File: src/rtl/dp_alu_pkg.sv
package dp_alu_pkg;
  typedef enum logic [3:0] {
    OP_AND = 4'd0,  OP_EOR = 4'd1,  OP_SUB = 4'd2,  OP_RSB = 4'd3,
    OP_ADD = 4'd4,  OP_ADC = 4'd5,  OP_SBC = 4'd6,  OP_RSC = 4'd7,
    OP_TST = 4'd8,  OP_TEQ = 4'd9,  OP_CMP = 4'd10, OP_CMN = 4'd11,
    OP_ORR = 4'd12, OP_MOV = 4'd13, OP_BIC = 4'd14, OP_MVN = 4'd15
  } alu_op_e;

  typedef struct packed {
    logic n;
    logic z;
    logic c;
    logic v;
  } alu_flags_t;

  function automatic logic op_is_arith(alu_op_e op);
    return (op inside {OP_SUB, OP_RSB, OP_ADD, OP_ADC, OP_SBC, OP_RSC, OP_CMP, OP_CMN});
  endfunction

  function automatic logic op_is_cmp(alu_op_e op);
    return (op inside {OP_TST, OP_TEQ, OP_CMP, OP_CMN});
  endfunction
endpackage

File: src/rtl/dp_alu_addsub.sv
module dp_alu_addsub
  import dp_alu_pkg::*;
#(
  parameter int unsigned DataW = 32
) (
  input  alu_op_e          op_i,
  input  logic [DataW-1:0] a_i,
  input  logic [DataW-1:0] b_i,
  input  logic             c_i,
  output logic [DataW-1:0] sum_o,
  output logic             cout_o,
  output logic             ovf_o
);
  localparam int unsigned MsbIdx = DataW - 1;

  logic [DataW-1:0] x, y;
  logic             cin;
  logic [DataW:0]   wide;

  // all forms reduce to x + y + cin; subtraction via inverted operand
  always_comb begin
    x   = a_i;
    y   = b_i;
    cin = 1'b0;
    unique case (op_i)
      OP_ADD, OP_CMN: begin x = a_i; y = b_i;  cin = 1'b0; end
      OP_ADC:         begin x = a_i; y = b_i;  cin = c_i;  end
      OP_SUB, OP_CMP: begin x = a_i; y = ~b_i; cin = 1'b1; end
      OP_SBC:         begin x = a_i; y = ~b_i; cin = c_i;  end
      OP_RSB:         begin x = b_i; y = ~a_i; cin = 1'b1; end
      OP_RSC:         begin x = b_i; y = ~a_i; cin = c_i;  end
      default:        begin x = a_i; y = b_i;  cin = 1'b0; end
    endcase
  end

  assign wide   = {1'b0, x} + {1'b0, y} + {{DataW{1'b0}}, cin};
  assign sum_o  = wide[DataW-1:0];
  assign cout_o = wide[DataW];
  assign ovf_o  = (x[MsbIdx] == y[MsbIdx]) && (sum_o[MsbIdx] != x[MsbIdx]);
endmodule

File: src/rtl/dp_alu_logic.sv
module dp_alu_logic
  import dp_alu_pkg::*;
#(
  parameter int unsigned DataW = 32
) (
  input  alu_op_e          op_i,
  input  logic [DataW-1:0] a_i,
  input  logic [DataW-1:0] b_i,
  output logic [DataW-1:0] res_o
);
  always_comb begin
    unique case (op_i)
      OP_AND, OP_TST: res_o = a_i & b_i;
      OP_EOR, OP_TEQ: res_o = a_i ^ b_i;
      OP_ORR:         res_o = a_i | b_i;
      OP_BIC:         res_o = a_i & ~b_i;
      OP_MOV:         res_o = b_i;
      OP_MVN:         res_o = ~b_i;
      default:        res_o = '0;
    endcase
  end
endmodule

File: src/rtl/dp_alu_flags.sv
module dp_alu_flags
  import dp_alu_pkg::*;
(
  input  logic       clk_i,
  input  logic       rst_ni,
  input  logic       upd_i,
  input  logic       arith_i,
  input  alu_flags_t nxt_i,
  output alu_flags_t flags_o
);
  alu_flags_t flags_q;

  always_ff @(posedge clk_i or negedge rst_ni) begin
    if (!rst_ni) begin
      flags_q <= '0;
    end else if (upd_i) begin
      flags_q.n <= nxt_i.n;
      flags_q.z <= nxt_i.z;
      flags_q.c <= nxt_i.c;
      if (arith_i) flags_q.v <= nxt_i.v;
    end
  end

  assign flags_o = flags_q;

  AST_FLAGS_HOLD: assert property (@(posedge clk_i) disable iff (!rst_ni)
    !upd_i |=> $stable(flags_q));
  AST_V_KEPT: assert property (@(posedge clk_i) disable iff (!rst_ni)
    (upd_i && !arith_i) |=> $stable(flags_q.v));
endmodule

File: src/rtl/dp_alu.sv
module dp_alu
  import dp_alu_pkg::*;
#(
  parameter int unsigned DataW = 32
) (
  input  logic             clk_i,
  input  logic             rst_ni,
  input  logic [3:0]       op_i,
  input  logic [DataW-1:0] a_i,
  input  logic [DataW-1:0] b_i,
  input  logic             sh_carry_i,
  input  logic             set_flags_i,
  output logic [DataW-1:0] result_o,
  output logic             wr_en_o,
  output logic [3:0]       flags_o
);
  localparam int unsigned MsbIdx = DataW - 1;

  alu_op_e          op;
  alu_flags_t       flags_q, flags_nxt;
  logic [DataW-1:0] sum, lres;
  logic             cout, ovf, arith, upd;

  assign op    = alu_op_e'(op_i);
  assign arith = op_is_arith(op);
  assign upd   = set_flags_i | op_is_cmp(op);

  dp_alu_addsub #(.DataW(DataW)) i_addsub (
    .op_i(op), .a_i(a_i), .b_i(b_i), .c_i(flags_q.c),
    .sum_o(sum), .cout_o(cout), .ovf_o(ovf)
  );

  dp_alu_logic #(.DataW(DataW)) i_logic (
    .op_i(op), .a_i(a_i), .b_i(b_i), .res_o(lres)
  );

  assign result_o = arith ? sum : lres;
  assign wr_en_o  = !op_is_cmp(op);

  always_comb begin
    flags_nxt.n = result_o[MsbIdx];
    flags_nxt.z = (result_o == '0);
    flags_nxt.c = arith ? cout : sh_carry_i;
    flags_nxt.v = ovf;
  end

  dp_alu_flags i_flags (
    .clk_i(clk_i), .rst_ni(rst_ni), .upd_i(upd), .arith_i(arith),
    .nxt_i(flags_nxt), .flags_o(flags_q)
  );

  assign flags_o = flags_q;

  AST_ADD_SUM: assert property (@(posedge clk_i) disable iff (!rst_ni)
    (op_i == 4'd4) |-> (result_o == a_i + b_i));
  AST_SUB_NOBORROW: assert property (@(posedge clk_i) disable iff (!rst_ni)
    (op_i == 4'd2) |-> (cout == (a_i >= b_i)));
  AST_ZERO_FLAG: assert property (@(posedge clk_i) disable iff (!rst_ni)
    upd |=> (flags_o[2] == ($past(result_o) == '0)));
  AST_LOGIC_CARRY: assert property (@(posedge clk_i) disable iff (!rst_ni)
    (upd && !arith) |=> (flags_o[1] == $past(sh_carry_i)));
endmodule

File: config.mk
export PLATFORM = sky130hd
export DESIGN_NAME = dp_alu
export DESIGN_NICKNAME = d
export VERILOG_FILES = /design/src/rtl/dp_alu_pkg.sv /design/src/rtl/dp_alu_addsub.sv /design/src/rtl/dp_alu_logic.sv /design/src/rtl/dp_alu_flags.sv /design/src/rtl/dp_alu.sv
export SDC_FILE = /design/constraint.sdc
export NUM_CORES = 1
export LEC_CHECK = 0
export BUFFER_PORTS_ARGS = -buffer_cell sky130_fd_sc_hd__buf_2
export CAP_MARGIN = 10
export CORE_ASPECT_RATIO = 1.2
export CORE_MARGIN = 2
export CORE_UTILIZATION = 50
export CTS_CLUSTER_DIAMETER = 100
export DETAILED_ROUTE_END_ITERATION = 6
export GPL_ROUTABILITY_DRIVEN = 0
export PLACE_DENSITY = 0.75
export SYNTH_ARGS = -nofsm -noshare
export SYNTH_HDL_FRONTEND = slang
export SYNTH_HIERARCHICAL = 1
export SYNTH_SLANG_ARGS = --single-unit
File: constraint.sdc
create_clock -name clk_i -period 8.9 [get_ports clk_i]
set_input_delay 0.89 -clock clk_i [delete_from_list [all_inputs] [get_ports clk_i]]
set_output_delay 0.89 -clock clk_i [all_outputs]
set_load 0.02 [all_outputs]
==> results.cfg, run 1 <==
[status]
status = finished, final reports clean

[logic_synthesis]
avgSynthCellArea_um2 = 6.56
seq_area_frac_synth = 0.0163
synth-xor-area-share = 0.0401
syn_inst = 933
syn_nets = 1070
synthAdderAreaFrac = 0.135
yosysUniqueCellTypes = 80
synth-seq-cells = 4
ys_warn_count = 6
syn_area_mm2 = 0.00612
synth_ff_type = dfrtp_1
synth_edf_count = 0
synth_top_family_by_area = simple AND/OR/NAND/NOR gates
ys_async_sr_fraction = 1.00
yosys.area_share.simple = 0.320
synth_compound_area_frac = 0.284
synth.mux.area_fraction = 0.0995

[timing]
fin_ws_ps = 2320
setup_viol_count_final = 0
worst_slew_pin_slew_ps = 878
tns_ps = 0
timing.fmax_mhz = 152
period_share = 0.739
skew_ps = 1.02
finalHoldViolCount = 0
final-max-slew-violation-count = 0
rsz0062_at_grt = no
fin_crit_ps = 6580
max-slew-margin-rel = 0.415

[power]
combPwrFrac = 0.866
p_int_uw = 299
p_leak_uw = 0.00313
p_sw_uw = 413
pwr-share-clk = 0.099
swShare = 0.580
power_density_mw_per_mm2 = 107
vdd.ir_drop.worst_mv = 0.149
pwr-share-seq = 0.035

[clocking]
tritoncts = yes
clk_latency_ps = 220
cts_buffers = 3
cts_resized = 0
htree_levels = 1
clockBufferDepth = 2
clock-sinks = 4
holdBufCountCts = 0
cts_root_buf = clkbuf_16
post_cts_buffers = 0
clk_pin_slew_ps = 30

[grt]
grt-busiest-layer = met2
antenna_found_initial = 0
gr-usage-met2 = 0.477
grt_util_all_layers = 0.295
grt_pass1_vias = 6294
grt_overflow = 0
grt_pass1_wl_um = 32300
grt_start_max_net_pins = 101
met1_usage = 0.413
grt_use_met3 = 0.0177

[floorplan]
dieHeight_um = 125
io_pins = 109
fp.dieArea_mm2 = 0.0131
dieWidth_um = 105
coreArea_mm2 = 0.0120
start_util = 0.510
rows = 44

[final_layout]
syn_to_final_growth_pct = 8.89
largest_reg_flops = 4
final_cell_mix = nand2_1 (174), buf_2 (108), o21ai_0 (76)
final_nets = 1123
final_area_mm2 = 0.00667
final_common_cell = nand2_1
n_antenna_cell = 0
drive_gt1_frac = 0.186

[routing]
wl_um = 20200
viasPerCell = 6.27
vias = 7175
drt_iter0_markers = 833
drc = 0
wl_per_cell_um = 17.6
ant_nets = 0
first_pass_iters = 6

[placement]
dpl-instance-area_mm2 = 0.00659
io_buffers = 108
dpl.hpwl_um = 15300
dpl_worst_slack_ps = 2270

[critical_path]
end_kind = output pin
slowest_stage = buf_2
cp.arrival_ps = 5690
crit_type = in2out
path_buf_inv = 6
worstPathMaxFanout = 40
worstRegToRegCells = 18
reg2reg_from = i_flags/flags_o[1]$_DFFE_PN0P_
max_stage_delay_ps = 550
cp-start-kind = primary input
path_cells = buf_2 -> inv_1 -> a211oi_4 -> buf_4 -> o21bai_2 -> buf_4 -> a21oi_1 -> nor2_1 -> fa_1 -> inv_1 -> fa_1 -> a21o_2 -> a221oi_2 -> o21ai_2 -> a211oi_2 -> o21ai_1 -> xor2_1 -> nand2_1 -> nand2_1 -> buf_2
critPathTopFamily = compound AO/OA/AOI/OAI gates
reg2reg_to = i_flags/flags_o[2]$_DFFE_PN0P_
required_ps = 8010
r2r_setup_slack_ps = 4320

[run]
maxCapViolCount = 0

[worst_hold_path]
hold_path_class = in2async
==> power groups by stage <==
stage / clock network [µW] / logic [µW] / registers [µW]
final: 70.5 / 616 / 24.9
after global routing: 73.3 / 666 / 25.1
after CTS: 71.5 / 602 / 24.8
after detailed placement: 0 / 600 / 25.0
after global placement: 0 / 595 / 25.0
after floorplan: 0 / 428 / 29.2
==> worst max path at each step <==
stage,start,cells after the start,endpoint
after floorplan,op_i[3],19,i_flags/flags_o[2]$_DFFE_PN0P_
after global placement,op_i[1],22,i_flags/flags_o[2]$_DFFE_PN0P_
after detailed placement,op_i[1],22,i_flags/flags_o[2]$_DFFE_PN0P_
after CTS,op_i[1],20,result_o[22]
after global routing,op_i[1],20,result_o[22]
final,op_i[1],20,result_o[22]
==> area by class of cell <==
| class | count | area, µm² |
|---|---|---|
| repair buffers | 116 | 601 |
| multi-input cells | 785 | 5400 |
| fillers | 1235 | 5340 |
| well taps | 161 | 201 |
| clock buffers | 3 | 75.1 |
| inverters | 76 | 288 |
| flip-flops and latches | 4 | 100 |
==> cell families (layout without fill, tap and decap cells) <==
logic type,count (synthesis),after routing
XOR/XNOR,28,28
multiplexers,56,56
buffers and inverters,144,195
AND/OR/NAND/NOR,380,380
AO/OA/AOI/OAI,256,256
flip-flops,4,4
adder cells (fa/ha/maj),65,65
==> metal layers <==
metal	vias up	wire (µm)
li1	3466	-
met2	375	9120
met1	3278	8650
met5	-	0
met4	0	707
met3	56	1700
==> Yosys cell counts, drive strengths merged (6+ instances only) <==
cell type / number / area share
a211o: 15 / 0.021
a211oi: 6 / 0.0082
a21o: 15 / 0.019
a21oi: 33 / 0.027
a31oi: 8 / 0.0082
a32oi: 17 / 0.024
and2: 17 / 0.017
buf: 41 / 0.041
clkbuf: 27 / 0.017
ha: 63 / 0.13
inv: 76 / 0.047
mux2: 36 / 0.067
mux2i: 20 / 0.033
nand2: 175 / 0.11
nand2b: 51 / 0.052
nand3: 7 / 0.0065
nand4: 8 / 0.0082
nand4b: 15 / 0.021
nor2: 39 / 0.025
nor3: 10 / 0.0090
nor4: 16 / 0.016
o2111ai: 15 / 0.021
o211ai: 6 / 0.0082
o21ai: 100 / 0.082
o221ai: 16 / 0.023
or3: 6 / 0.0069
or3b: 15 / 0.021
xnor2: 14 / 0.020
xor2: 14 / 0.020
==> per-stage QoR <==
| step | cells | hold WS [ps] | utilization | power [µW] |
|---|---|---|---|---|
| finish | 1145 | 466 | 0.555 | 712 |
| global route | 1145 | 473 | 0.555 | 765 |
| CTS | 1145 | 468 | 0.555 | 699 |
| detailed placement | 1142 | 494 | 0.549 | 625 |
| global placement | 1142 | 498 | 0.549 | 620 |
| floorplan | 933 | 594 | - | 457 |
Power figures use the tool's default switching activity.
==> inputs of run 2 (changes only) <==
Clock period 8.9 ns to 6.2 ns, I/O delays scaled along.
==> run 2 against run 1 <==
Net effect: utilization grew 0.38 points; cell count increased by 0.52%; global-route usage fell by 0.37 points; cell area grew 0.68%; sequential share of layout area hardly changed; first-iteration DRC count is 29% lower; register-to-register slack got worse by 2800 ps; critical path type is now in2reg; largest power group unchanged.
==> results.cfg, run 2 (synthesized netlist as in run 1, its figures left out) <==
[final_layout]
final_nets = 1129
largest_reg_flops = 4
multi_input_area_mm2 = 0.00540
syn_to_final_growth_pct = 9.63
final_common_cell = nand2_1
n_antenna_cell = 0
ff_latch_area_um2 = 100
drive_gt1_frac = 0.191
fillers = 1263
final_cell_mix = nand2_1 (174), buf_2 (108), o21ai_0 (76)

[timing]
max-slew-margin-rel = 0.456
hold_ws_ps = 193
period_share = 0.837
timing.fmax_mhz = 193
finalHoldViolCount = 0
final-max-slew-violation-count = 0
setup_viol_count_final = 0
fin_crit_ps = 5190
tns_ps = 0
skew_ps = 0.239
worst_slew_pin_slew_ps = 817
rsz0062_at_grt = no

[power]
combPwrFrac = 0.866
p_int_uw = 432
swShare = 0.576
p_leak_uw = 0.00316
p_sw_uw = 586
power_density_mw_per_mm2 = 152
pwr-share-clk = 0.099
pwr-share-seq = 0.035
vdd.ir_drop.worst_mv = 0.218

[floorplan]
fp.dieArea_mm2 = 0.0131
start_util = 0.510
dieWidth_um = 105
rows = 44
coreArea_mm2 = 0.0120
io_pins = 109
dieHeight_um = 125

[clocking]
post_cts_buffers = 0
clk_pin_slew_ps = 30
htree_levels = 1
clockBufferDepth = 2
cts_root_buf = clkbuf_16
cts_resized = 0
clock-sinks = 4
clk_latency_ps = 220
tritoncts = yes
cts_buffers = 3
holdBufCountCts = 0

[grt]
grt_overflow = 0
grt_util_all_layers = 0.291
grt_pass1_vias = 6335
grt_pass1_wl_um = 32100
grt_start_max_net_pins = 98
antenna_found_initial = 0

[critical_path]
worstPathMaxFanout = 13
cp-start-kind = primary input
cp.arrival_ps = 5350
worstRegToRegCells = 18
r2r_setup_slack_ps = 1550
crit_type = in2reg
reg2reg_to = i_flags/flags_o[2]$_DFFE_PN0P_
required_ps = 6360
reg2reg_from = i_flags/flags_o[1]$_DFFE_PN0P_
end_kind = flip-flop

[placement]
io_buffers = 108
dpl.hpwl_um = 15600

[routing]
first_pass_iters = 5
vias = 7143
drc = 0
wl_per_cell_um = 17.2
viasPerCell = 6.21
ant_nets = 0
wl_um = 19800
drt_iter0_markers = 589

[worst_hold_path]
hold_path_class = in2async

[status]
status = finished, final reports clean

[run]
maxCapViolCount = 0
## run 2: changes by cell type in the layout (fill, tap and decap cells not counted)
cell,previous run,this run
buf_4,8,14
## run 2: through the flow
stage                     total power (µW)  area (µm²)  setup WS (ps)  utilization  std cells
after floorplan                        656        6120           1320            -        933
after global placement                 892        6640            863        0.553       1148
after detailed placement               897        6640            840        0.553       1148
after CTS                             1000        6710           1050        0.559       1151
after global routing                  1100        6710            727        0.559       1151
final                                 1020        6710           1010        0.559       1151
## run 2: layer usage
layer,up-vias,wire length [µm],GRT usage,share of wire
li1,3474,-,-,-
met2,331,9240,0.492,0.47
met1,3298,8500,0.399,0.43
met3,40,1610,0.0245,0.081
met5,-,0,0,0
met4,0,404,0.0682,0.020
## run 2: worst max path at each step
stage               startpoint                              to  slack [ps]  cells past startpoint
CTS                    op_i[1]  i_flags/flags_o[2]$_DFFE_PN0P_        1050                     20
global placement       op_i[1]  i_flags/flags_o[2]$_DFFE_PN0P_         860                     20
floorplan              op_i[3]  i_flags/flags_o[2]$_DFFE_PN0P_        1320                     19
global route           op_i[1]  i_flags/flags_o[2]$_DFFE_PN0P_         730                     20
finish                 op_i[1]  i_flags/flags_o[2]$_DFFE_PN0P_        1010                     20
detailed placement     op_i[1]  i_flags/flags_o[2]$_DFFE_PN0P_         840                     20
## run 2: cell type report
cell class | count | area share
Clock buffer | 3 | 0.0112
Inverter | 76 | 0.0429
Multi-Input combinational cell | 785 | 0.805
Sequential cell | 4 | 0.0149
Tap cell | 161 | 0.0300
Timing Repair Buffer | 122 | 0.0962
## run 2: power groups by stage
stage | logic, µW | registers (µW) | clock network [µW]
after global placement | 856 | 36.1 | 0
after detailed placement | 861 | 36.0 | 0
after floorplan | 614 | 41.9 | 0
after CTS | 864 | 35.8 | 102
final | 881 | 35.9 | 101
after global routing | 961 | 36.4 | 105
## run 2: worst max-delay path, stage by stage
cell and delay, ps:
buf_2 230, inv_1 120, a211oi_4 180, o21bai_2 170, buf_4 220, nand2_1 70, o21ai_1 60, o21ai_0 170
fa_1 490, a21o_2 240, a221oi_2 410, o211ai_2 190, nand4_1 150, a31oi_1 160, xor2_1 230, nor4_1 580
nand2_1 110, or4_4 500, a221oi_2 270, mux2_2 180
==> inputs of run 3 (changes only) <==
Clock period 6.2 ns to 4.9 ns, I/O delays scaled along.
==> run 3 against run 2 <==
Net effect: register-to-register slack worse by 960 ps; cell area up 3.5%; sequential share of layout area down 0.051 points; hold slack worse by 120 ps; first-iteration DRC count up 6.8%; power up 33%; non-clock buffer count up 28; critical endpoint unchanged.
==> results.cfg, run 3 (synthesized netlist as in run 1, its figures left out) <==
[final_layout]
fillers = 1216
multi_input_area_mm2 = 0.00540
largest_reg_flops = 4
syn_to_final_growth_pct = 13.5
final_nets = 1157
n_antenna_cell = 0
final_common_cell = nand2_1
ff_latch_area_um2 = 100
drive_gt1_frac = 0.213
final_cell_mix = nand2_1 (174), buf_2 (108), o21ai_0 (76)

[clocking]
clock-sinks = 4
cts_buffers = 3
htree_levels = 1
holdBufCountCts = 0
clockBufferDepth = 2
clk_pin_slew_ps = 30
tritoncts = yes
cts_resized = 0
post_cts_buffers = 0
cts_root_buf = clkbuf_16
clk_latency_ps = 220

[critical_path]
end_kind = flip-flop
cp-start-kind = primary input
cp.arrival_ps = 4750
path_cells = buf_2 -> nand2_1 -> or2_2 -> buf_4 -> mux2_2 -> ha_1 -> a21oi_1 -> a21boi_1 -> o311ai_1 -> o211ai_1 -> a21oi_1 -> xnor2_1 -> nor4_1 -> nand2_1 -> or4_4 -> a221oi_2 -> mux2_2
r2r_setup_slack_ps = 590
max_stage_delay_ps = 480
worstPathMaxFanout = 20
slowest_stage = or4_4
required_ps = 5060
crit_type = in2reg

[routing]
first_pass_iters = 5
wl_um = 20300
vias = 7282
viasPerCell = 6.18
ant_nets = 0
drt_iter0_markers = 629
wl_per_cell_um = 17.2
drc = 0

[timing]
max-slew-margin-rel = 0.439
timing.fmax_mhz = 218
final-max-slew-violation-count = 0
fin_crit_ps = 4590
hold_ws_ps = 68.7
fin_ws_ps = 313
period_share = 0.936
setup_viol_count_final = 0
rsz0062_at_grt = no
skew_ps = 1.37
worst_slew_pin_slew_ps = 841
finalHoldViolCount = 0
tns_ps = 0

[grt]
grt_pass1_vias = 6557
grt_pass1_wl_um = 33200
antenna_found_initial = 0
met1_usage = 0.418
grt_overflow = 0
grt_start_max_net_pins = 43
grt-busiest-layer = met2
gr-usage-met2 = 0.492
grt_use_met3 = 0.0188
grt_util_all_layers = 0.301

[floorplan]
dieWidth_um = 105
start_util = 0.510
coreArea_mm2 = 0.0120
rows = 44
io_pins = 109
dieHeight_um = 125
fp.dieArea_mm2 = 0.0131

[power]
swShare = 0.563
p_leak_uw = 0.00330
p_int_uw = 592
pwr-share-clk = 0.092
p_sw_uw = 764
power_density_mw_per_mm2 = 195
pwr-share-seq = 0.034
combPwrFrac = 0.874
p_total_uw = 1360
vdd.ir_drop.worst_mv = 0.297

[placement]
dpl.hpwl_um = 16300
io_buffers = 108
dpl_worst_slack_ps = 167

[status]
status = finished, final reports clean

[worst_hold_path]
hold_path_class = in2async

[run]
maxCapViolCount = 0
run 3: changes by cell type in the layout (fill, tap and decap cells not counted):
cell / change
buf_4: +26
buf_12: +2
run 3: path summary, 6_finish.rpt:
| path | cells after the start | start | to |
|---|---|---|---|
| hold / removal | 1 | rst_ni | i_flags/flags_o[0]$_DFFE_PN0P_ |
| max in group asynchronous | 1 | rst_ni | i_flags/flags_o[3]$_DFFE_PN0P_ |
| hold reg to reg | 1 | i_flags/flags_o[0]$_DFFE_PN0P_ | i_flags/flags_o[0]$_DFFE_PN0P_ |
| setup reg to reg | 19 | i_flags/flags_o[1]$_DFFE_PN0P_ | i_flags/flags_o[2]$_DFFE_PN0P_ |
| setup / recovery | 17 | op_i[0] | i_flags/flags_o[2]$_DFFE_PN0P_ |
| min in group clk_i | 1 | i_flags/flags_o[0]$_DFFE_PN0P_ | i_flags/flags_o[0]$_DFFE_PN0P_ |
run 3: routing by layer:
metal | part of all wire | up-vias
li1 | - | 3533
met1 | 0.43 | 3318
met2 | 0.45 | 376
met3 | 0.082 | 55
met4 | 0.036 | 0
met5 | 0 | -
run 3: per-stage QoR:
step,instance area (µm²),util,std cells
final,6950,0.579,1179
after global routing,6950,0.579,1179
after CTS,6950,0.579,1179
after detailed placement,6870,0.573,1176
after global placement,6870,0.573,1176
after floorplan,6120,-,933
run 3: power groups by stage:
stage	clock network [µW]	registers, µW	logic, µW
global route	128	46.3	1290
global placement	0	46.2	1150
finish	125	45.6	1190
floorplan	0	53.0	778
detailed placement	0	46.1	1150
CTS	127	45.8	1160
run 3: cell type report:
| class | count | area share |
|---|---|---|
| Multi-Input combinational cell | 785 | 0.778 |
| Tap cell | 161 | 0.0290 |
| Inverter | 76 | 0.0414 |
| Timing Repair Buffer | 150 | 0.127 |
| Sequential cell | 4 | 0.0144 |
| Clock buffer | 3 | 0.0108 |
run 3: worst max-delay path: cells and delay by family:
family,cells,cell delay (ps)
and+or+nand+nor,5,1300
muxes,2,480
buffers and inverters,2,390
xor gates and xnor gates,1,140
AOI/OAI and AO/OA,6,1600
adders and majority gates,1,330
